[src/rtl/opf_pkg.sv]
package opf_pkg;
    localparam int OP_W     = 8;
    localparam int N_ALWAYS = 4;
    localparam int N_USER   = 6;
    localparam int SEI_BIT  = 2;

    typedef enum logic [1:0] {
        MODE_REAL   = 2'd0,
        MODE_USER   = 2'd1,
        MODE_KERNEL = 2'd2,
        MODE_INTR   = 2'd3
    } prot_mode_e;

    localparam logic [OP_W-1:0] ALWAYS_OPS [N_ALWAYS] = '{8'h02, 8'hDB, 8'h42, 8'hFB};
    localparam logic [OP_W-1:0] USER_OPS   [N_USER]   = '{8'h5C, 8'hDC, 8'h22, 8'h40, 8'h6B, 8'h78};
    localparam logic [OP_W-1:0] SEP_OP = 8'hE2;

    typedef struct packed {
        logic always_hit;
        logic user_hit;
        logic sep_hit;
    } op_class_t;

    typedef struct packed {
        logic armed;
    } arm_state_t;

    typedef struct packed {
        logic            vld;
        logic [OP_W-1:0] code;
    } cause_state_t;
endpackage

[src/rtl/opf_classifier.sv]
module opf_classifier
    import opf_pkg::*;
(
    input  logic [OP_W-1:0] byte_i,
    output op_class_t       class_o
);
    logic [N_ALWAYS-1:0] always_match;
    logic [N_USER-1:0]   user_match;

    for (genvar i = 0; i < N_ALWAYS; i++) begin : g_always
        assign always_match[i] = (byte_i == ALWAYS_OPS[i]);
    end

    for (genvar j = 0; j < N_USER; j++) begin : g_user
        assign user_match[j] = (byte_i == USER_OPS[j]);
    end

    always_comb begin
        class_o            = '0;
        class_o.always_hit = |always_match;
        class_o.user_hit   = |user_match;
        class_o.sep_hit    = (byte_i == SEP_OP);
    end
endmodule

[src/rtl/opf_sep_tracker.sv]
module opf_sep_tracker
    import opf_pkg::*;
(
    input  logic clk_i,
    input  logic rst_ni,
    input  logic op_fetch_i,
    input  logic arg_fetch_i,
    input  logic sep_user_i,
    output logic armed_o
);
    arm_state_t state_d, state_q;

    always_comb begin
        state_d = state_q;
        if (op_fetch_i) begin
            state_d.armed = sep_user_i;
        end else if (arg_fetch_i) begin
            state_d.armed = 1'b0;
        end
    end

    always_ff @(posedge clk_i) begin
        if (!rst_ni) state_q <= '0;
        else         state_q <= state_d;
    end

    assign armed_o = state_q.armed;

    a_r11_cancel_arm: assert property (@(posedge clk_i) disable iff (!rst_ni)
        (op_fetch_i && !sep_user_i) |=> !armed_o);

    a_r6_spent_by_operand: assert property (@(posedge clk_i) disable iff (!rst_ni)
        (arg_fetch_i && !op_fetch_i) |=> !armed_o);
endmodule

[src/rtl/opf_cause_latch.sv]
module opf_cause_latch
    import opf_pkg::*;
(
    input  logic            clk_i,
    input  logic            rst_ni,
    input  logic            trap_i,
    input  logic [OP_W-1:0] opcode_i,
    input  logic            clr_i,
    output logic            vld_o,
    output logic [OP_W-1:0] code_o
);
    cause_state_t state_d, state_q;

    always_comb begin
        state_d = state_q;
        if (clr_i) begin
            state_d = '0;
        end
        if (trap_i && !state_d.vld) begin
            state_d.vld  = 1'b1;
            state_d.code = opcode_i;
        end
    end

    always_ff @(posedge clk_i) begin
        if (!rst_ni) state_q <= '0;
        else         state_q <= state_d;
    end

    assign vld_o  = state_q.vld;
    assign code_o = state_q.code;

    a_r9_cause_sticky: assert property (@(posedge clk_i) disable iff (!rst_ni)
        (vld_o && !clr_i) |=> (vld_o && $stable(code_o)));

    a_r10_clear_empties: assert property (@(posedge clk_i) disable iff (!rst_ni)
        (clr_i && !trap_i) |=> !vld_o);

    a_r10_trap_beats_clear: assert property (@(posedge clk_i) disable iff (!rst_ni)
        (clr_i && trap_i) |=> vld_o);
endmodule

[src/rtl/priv_op_filter.sv]
module priv_op_filter
    import opf_pkg::*;
(
    input  logic            clk_i,
    input  logic            rst_ni,
    input  logic [OP_W-1:0] bus_byte_i,
    input  logic            op_fetch_i,
    input  logic            arg_fetch_i,
    input  logic [1:0]      mode_i,
    input  logic            cause_clr_i,
    output logic            trap_o,
    output logic [OP_W-1:0] cause_o,
    output logic            cause_vld_o
);
    prot_mode_e      mode;
    op_class_t       cls;
    logic            armed;
    logic            is_user;
    logic            is_prot;
    logic            sep_user;
    logic            op_trap;
    logic            arg_trap;
    logic [OP_W-1:0] trap_code;

    assign mode = prot_mode_e'(mode_i);

    opf_classifier u_cls (
        .byte_i  (bus_byte_i),
        .class_o (cls)
    );

    always_comb begin
        is_user   = (mode == MODE_USER);
        is_prot   = (mode != MODE_REAL);
        sep_user  = op_fetch_i && is_user && cls.sep_hit;
        op_trap   = op_fetch_i && ((is_prot && cls.always_hit) || (is_user && cls.user_hit));
        arg_trap  = !op_fetch_i && arg_fetch_i && armed && is_user && bus_byte_i[SEI_BIT];
        trap_code = arg_trap ? SEP_OP : bus_byte_i;
    end

    opf_sep_tracker u_arm (
        .clk_i       (clk_i),
        .rst_ni      (rst_ni),
        .op_fetch_i  (op_fetch_i),
        .arg_fetch_i (arg_fetch_i),
        .sep_user_i  (sep_user),
        .armed_o     (armed)
    );

    assign trap_o = op_trap || arg_trap;

    opf_cause_latch u_cause (
        .clk_i    (clk_i),
        .rst_ni   (rst_ni),
        .trap_i   (trap_o),
        .opcode_i (trap_code),
        .clr_i    (cause_clr_i),
        .vld_o    (cause_vld_o),
        .code_o   (cause_o)
    );

    a_r2_real_quiet: assert property (@(posedge clk_i) disable iff (!rst_ni)
        (mode_i == 2'd0) |-> !trap_o);

    a_r7_no_fetch_no_trap: assert property (@(posedge clk_i) disable iff (!rst_ni)
        (!op_fetch_i && !arg_fetch_i) |-> !trap_o);

    a_r5_operand_trap_needs_arm: assert property (@(posedge clk_i) disable iff (!rst_ni)
        (trap_o && !op_fetch_i) |-> armed);

    a_r9_first_trap_sets_valid: assert property (@(posedge clk_i) disable iff (!rst_ni)
        trap_o |=> cause_vld_o);
endmodule

[config.mk]
export PLATFORM = sky130hd
export DESIGN_NAME = priv_op_filter
export DESIGN_NICKNAME = d
export VERILOG_FILES = /design/src/rtl/opf_pkg.sv /design/src/rtl/opf_classifier.sv /design/src/rtl/opf_sep_tracker.sv /design/src/rtl/opf_cause_latch.sv /design/src/rtl/priv_op_filter.sv
export SDC_FILE = /design/constraint.sdc
export NUM_CORES = 1
export LEC_CHECK = 0
export ABC_AREA = 1
export BUFFER_PORTS_ARGS = -buffer_cell sky130_fd_sc_hd__buf_2
export CAP_MARGIN = 20
export CORE_UTILIZATION = 40
export DETAILED_ROUTE_END_ITERATION = 10
export GPL_TIMING_DRIVEN = 0
export HOLD_SLACK_MARGIN = 0.1
export PLACE_DENSITY_LB_ADDON = 0.25
export SLEW_MARGIN = 20
export SYNTH_ARGS = -nofsm -noshare
export SYNTH_HDL_FRONTEND = slang
export SYNTH_HIERARCHICAL = 1
export SYNTH_SLANG_ARGS = --single-unit
[constraint.sdc]
create_clock -name clk_i -period 2 [get_ports clk_i]
set_clock_uncertainty 0.1 [all_clocks]
set_input_delay 0.3 -clock clk_i [delete_from_list [all_inputs] [get_ports clk_i]]
set_output_delay 0.3 -clock clk_i [all_outputs]
set_load 0.05 [all_outputs]
==> flow_summary.ini <==
[grt]
grt_overflow = 0
grt_max_degree = 11
grt_pass1_vias = 657
grt_antenna_before_repair = 0
grtUsageTotal = 0.169
grt_pass1_wl_mm = 2.44

[routing]
routed_wl_mm = 1.51
viasPerCell = 4.83
wl_met1_um = 724
routed-wl-met3_um = 101
dr.pass1.iters = 7
drt_iter0_markers = 13
ant_nets = 0
vias = 802
wire_per_inst_um = 9.10
drc = 0
dr_wl_met2_um = 667
top_layer_used = met4

[die]
core_mm2 = 0.00158
die-area_mm2 = 0.00195
io-pin-count = 25
die_h_um = 44.2
initial_core_util = 0.451
rows = 14
die_x_um = 44.2

[hold_path]
hp-class = input port to flop

[timing]
setup_viol = 0
period_needed_ns = 1.83
worst_pin_slew_ns = 0.232
hold_ws_ns = 0.185
slew_headroom = 0.844
timing.final.crit_share = 0.913
tns_ns = 0
slew_violations = 0
hold_violations = 0
timing.fmax_ghz = 0.548

[cells_and_area]
drive_gt1_frac = 0.260
diodes = 0
fillers = 181
nNetsFinal = 167
fin_cells = 166
finalCoreUtilization = 0.560
areaGrowthSynthToFinish_pct = 24.1

[logic_synthesis]
netlist_top_cells_count = 30 x nand2_1, 23 x inv_1, 20 x nor2_1
synth_most_common_cell = nand2_1
synth-seq-cells = 10
synth_edf_count = 0
synth_ff_type = dfxtp_1
syn_inst = 123
yosysUniqueCellTypes = 17
yosysSeqAreaShare = 0.282
syn_nets = 138
yosysTopAreaCell = dfxtp_1
synth_top_area_share = 0.282
syn_area_per_cell_um2 = 5.78
async_reset_ff_frac = 0
yosysWarnings = 6
synth_area_leaders = dfxtp_1 28%, nand2_1 16%, inv_1 12%
syn_area_um2 = 711

[cts]
cts_tree = built
postCtsSetupRepairBufs = 0
clkSinkCount = 10
htree_levels = 1
clkLatencyLatePin_ns = 0.26
cts.path.max_buffers = 2
cts_inserted_buffers = 3
hold_buffers = 0
root_buffer = clkbuf_4
clkTransAtPathRegs_ns = 0.06
cts_resized = 0

[setup_path]
crit_fanout = 7
critPathLaunchType = input port
critPathKind = input port to output port
endpoint_kind = output port
required_ns = 1.60
crit_arrival_ns = 1.43

[place]
place_inst = 163
gp_congestion = 0.863
dp_hpwl_mm = 1.20
port_buffers = 24

[power_and_ir_drop]
ir_worst_vdd_mv = 0.428
total_power_mw = 0.412
leakagePower_nw = 0.473
powerDensity_mw_per_mm2 = 467

[run_status]
run_status = finished, final reports clean

[job]
cap_viol_max_count = 0
[kinds of logic after synthesis]
| group | Yosys count | share of synthesized area |
|---|---|---|
| AOI/OAI and AO/OA | 16 | 0.129 |
| buffers and inverters | 27 | 0.153 |
| DFF | 10 | 0.282 |
| and+or+nand+nor | 70 | 0.437 |
[cell type report]
type                    count  area, um2  area share
clock buffers               3       22.5      0.0255
flip-flops and latches     10        200       0.227
plain buffers               1       11.3      0.0128
repair buffers             24        126       0.143
inverters                  26       97.6       0.111
well taps                  16       20.0      0.0227
multi-input cells          86        404       0.458
[power by group]
group	internal, mW	total, mW	switching, mW	leakage, nW
Sequential	0.201	0.202	0.00113	0.0807
Clock	0.0692	0.132	0.0625	0.0138
Combinational	0.0272	0.0778	0.0506	0.379
[registers in the layout (all words and copies together) (netlist names)]
| register | flops |
|---|---|
| u_cause/vld_o | 1 |
| u_arm/armed_o | 1 |
| u_cause/code_o | 8 |
[per-layer routing]
metal	vias up	global-route usage
li1	430	-
met4	0	0.0727
met1	345	0.201
met5	-	0
met3	2	0.0612
met2	25	0.274
[final timing paths]
check / start / to / slack (ns) / depth (start not counted)
setup / recovery: bus_byte_i[2] / trap_o / 0.17 / 13
hold / removal: rst_ni / u_arm/armed_o$_SDFFE_PN0P_ / 0.19 / 3
setup reg to reg: u_arm/armed_o$_SDFFE_PN0P_ / u_cause/code_o[0]$_SDFFE_PN0P_ / 0.59 / 8
hold reg to reg: u_cause/code_o[3]$_SDFFE_PN0P_ / u_cause/code_o[3]$_SDFFE_PN0P_ / 0.36 / 2
[through the flow]
| stage | instance area (um2) | setup slack (ns) |
|---|---|---|
| finish | 882 | 0.174 |
| global route | 882 | -0.000852 |
| CTS | 873 | 0.0475 |
| detailed placement | 851 | -0.0237 |
| global placement | 851 | -0.00888 |
| floorplan | 711 | 0.00741 |
[layout by cell type, fill, tap and decap left out, types with 2 or more instances in the layout]
| master | count |
|---|---|
| nand2_1 | 30 |
| inv_1 | 23 |
| buf_2 | 23 |
| nor2_1 | 19 |
| a21oi_1 | 13 |
| nand3_1 | 13 |
| dfxtp_1 | 10 |
| nand2_2 | 3 |
| clkbuf_4 | 3 |
| inv_2 | 2 |
| buf_6 | 2 |
| nor2_2 | 2 |
[worst max-delay path, cell delays in order]
cell and delay (ns):
buf_2 0.15, inv_1 0.09, nand2_1 0.08, nor2_2 0.11, nand3_1 0.08, nand2_1 0.06
inv_1 0.03, nand2_1 0.05, inv_1 0.03, nor2_1 0.06, o21ai_0 0.08, nand2_1 0.12
buf_6 0.17
(Power assumes the default switching activity.)
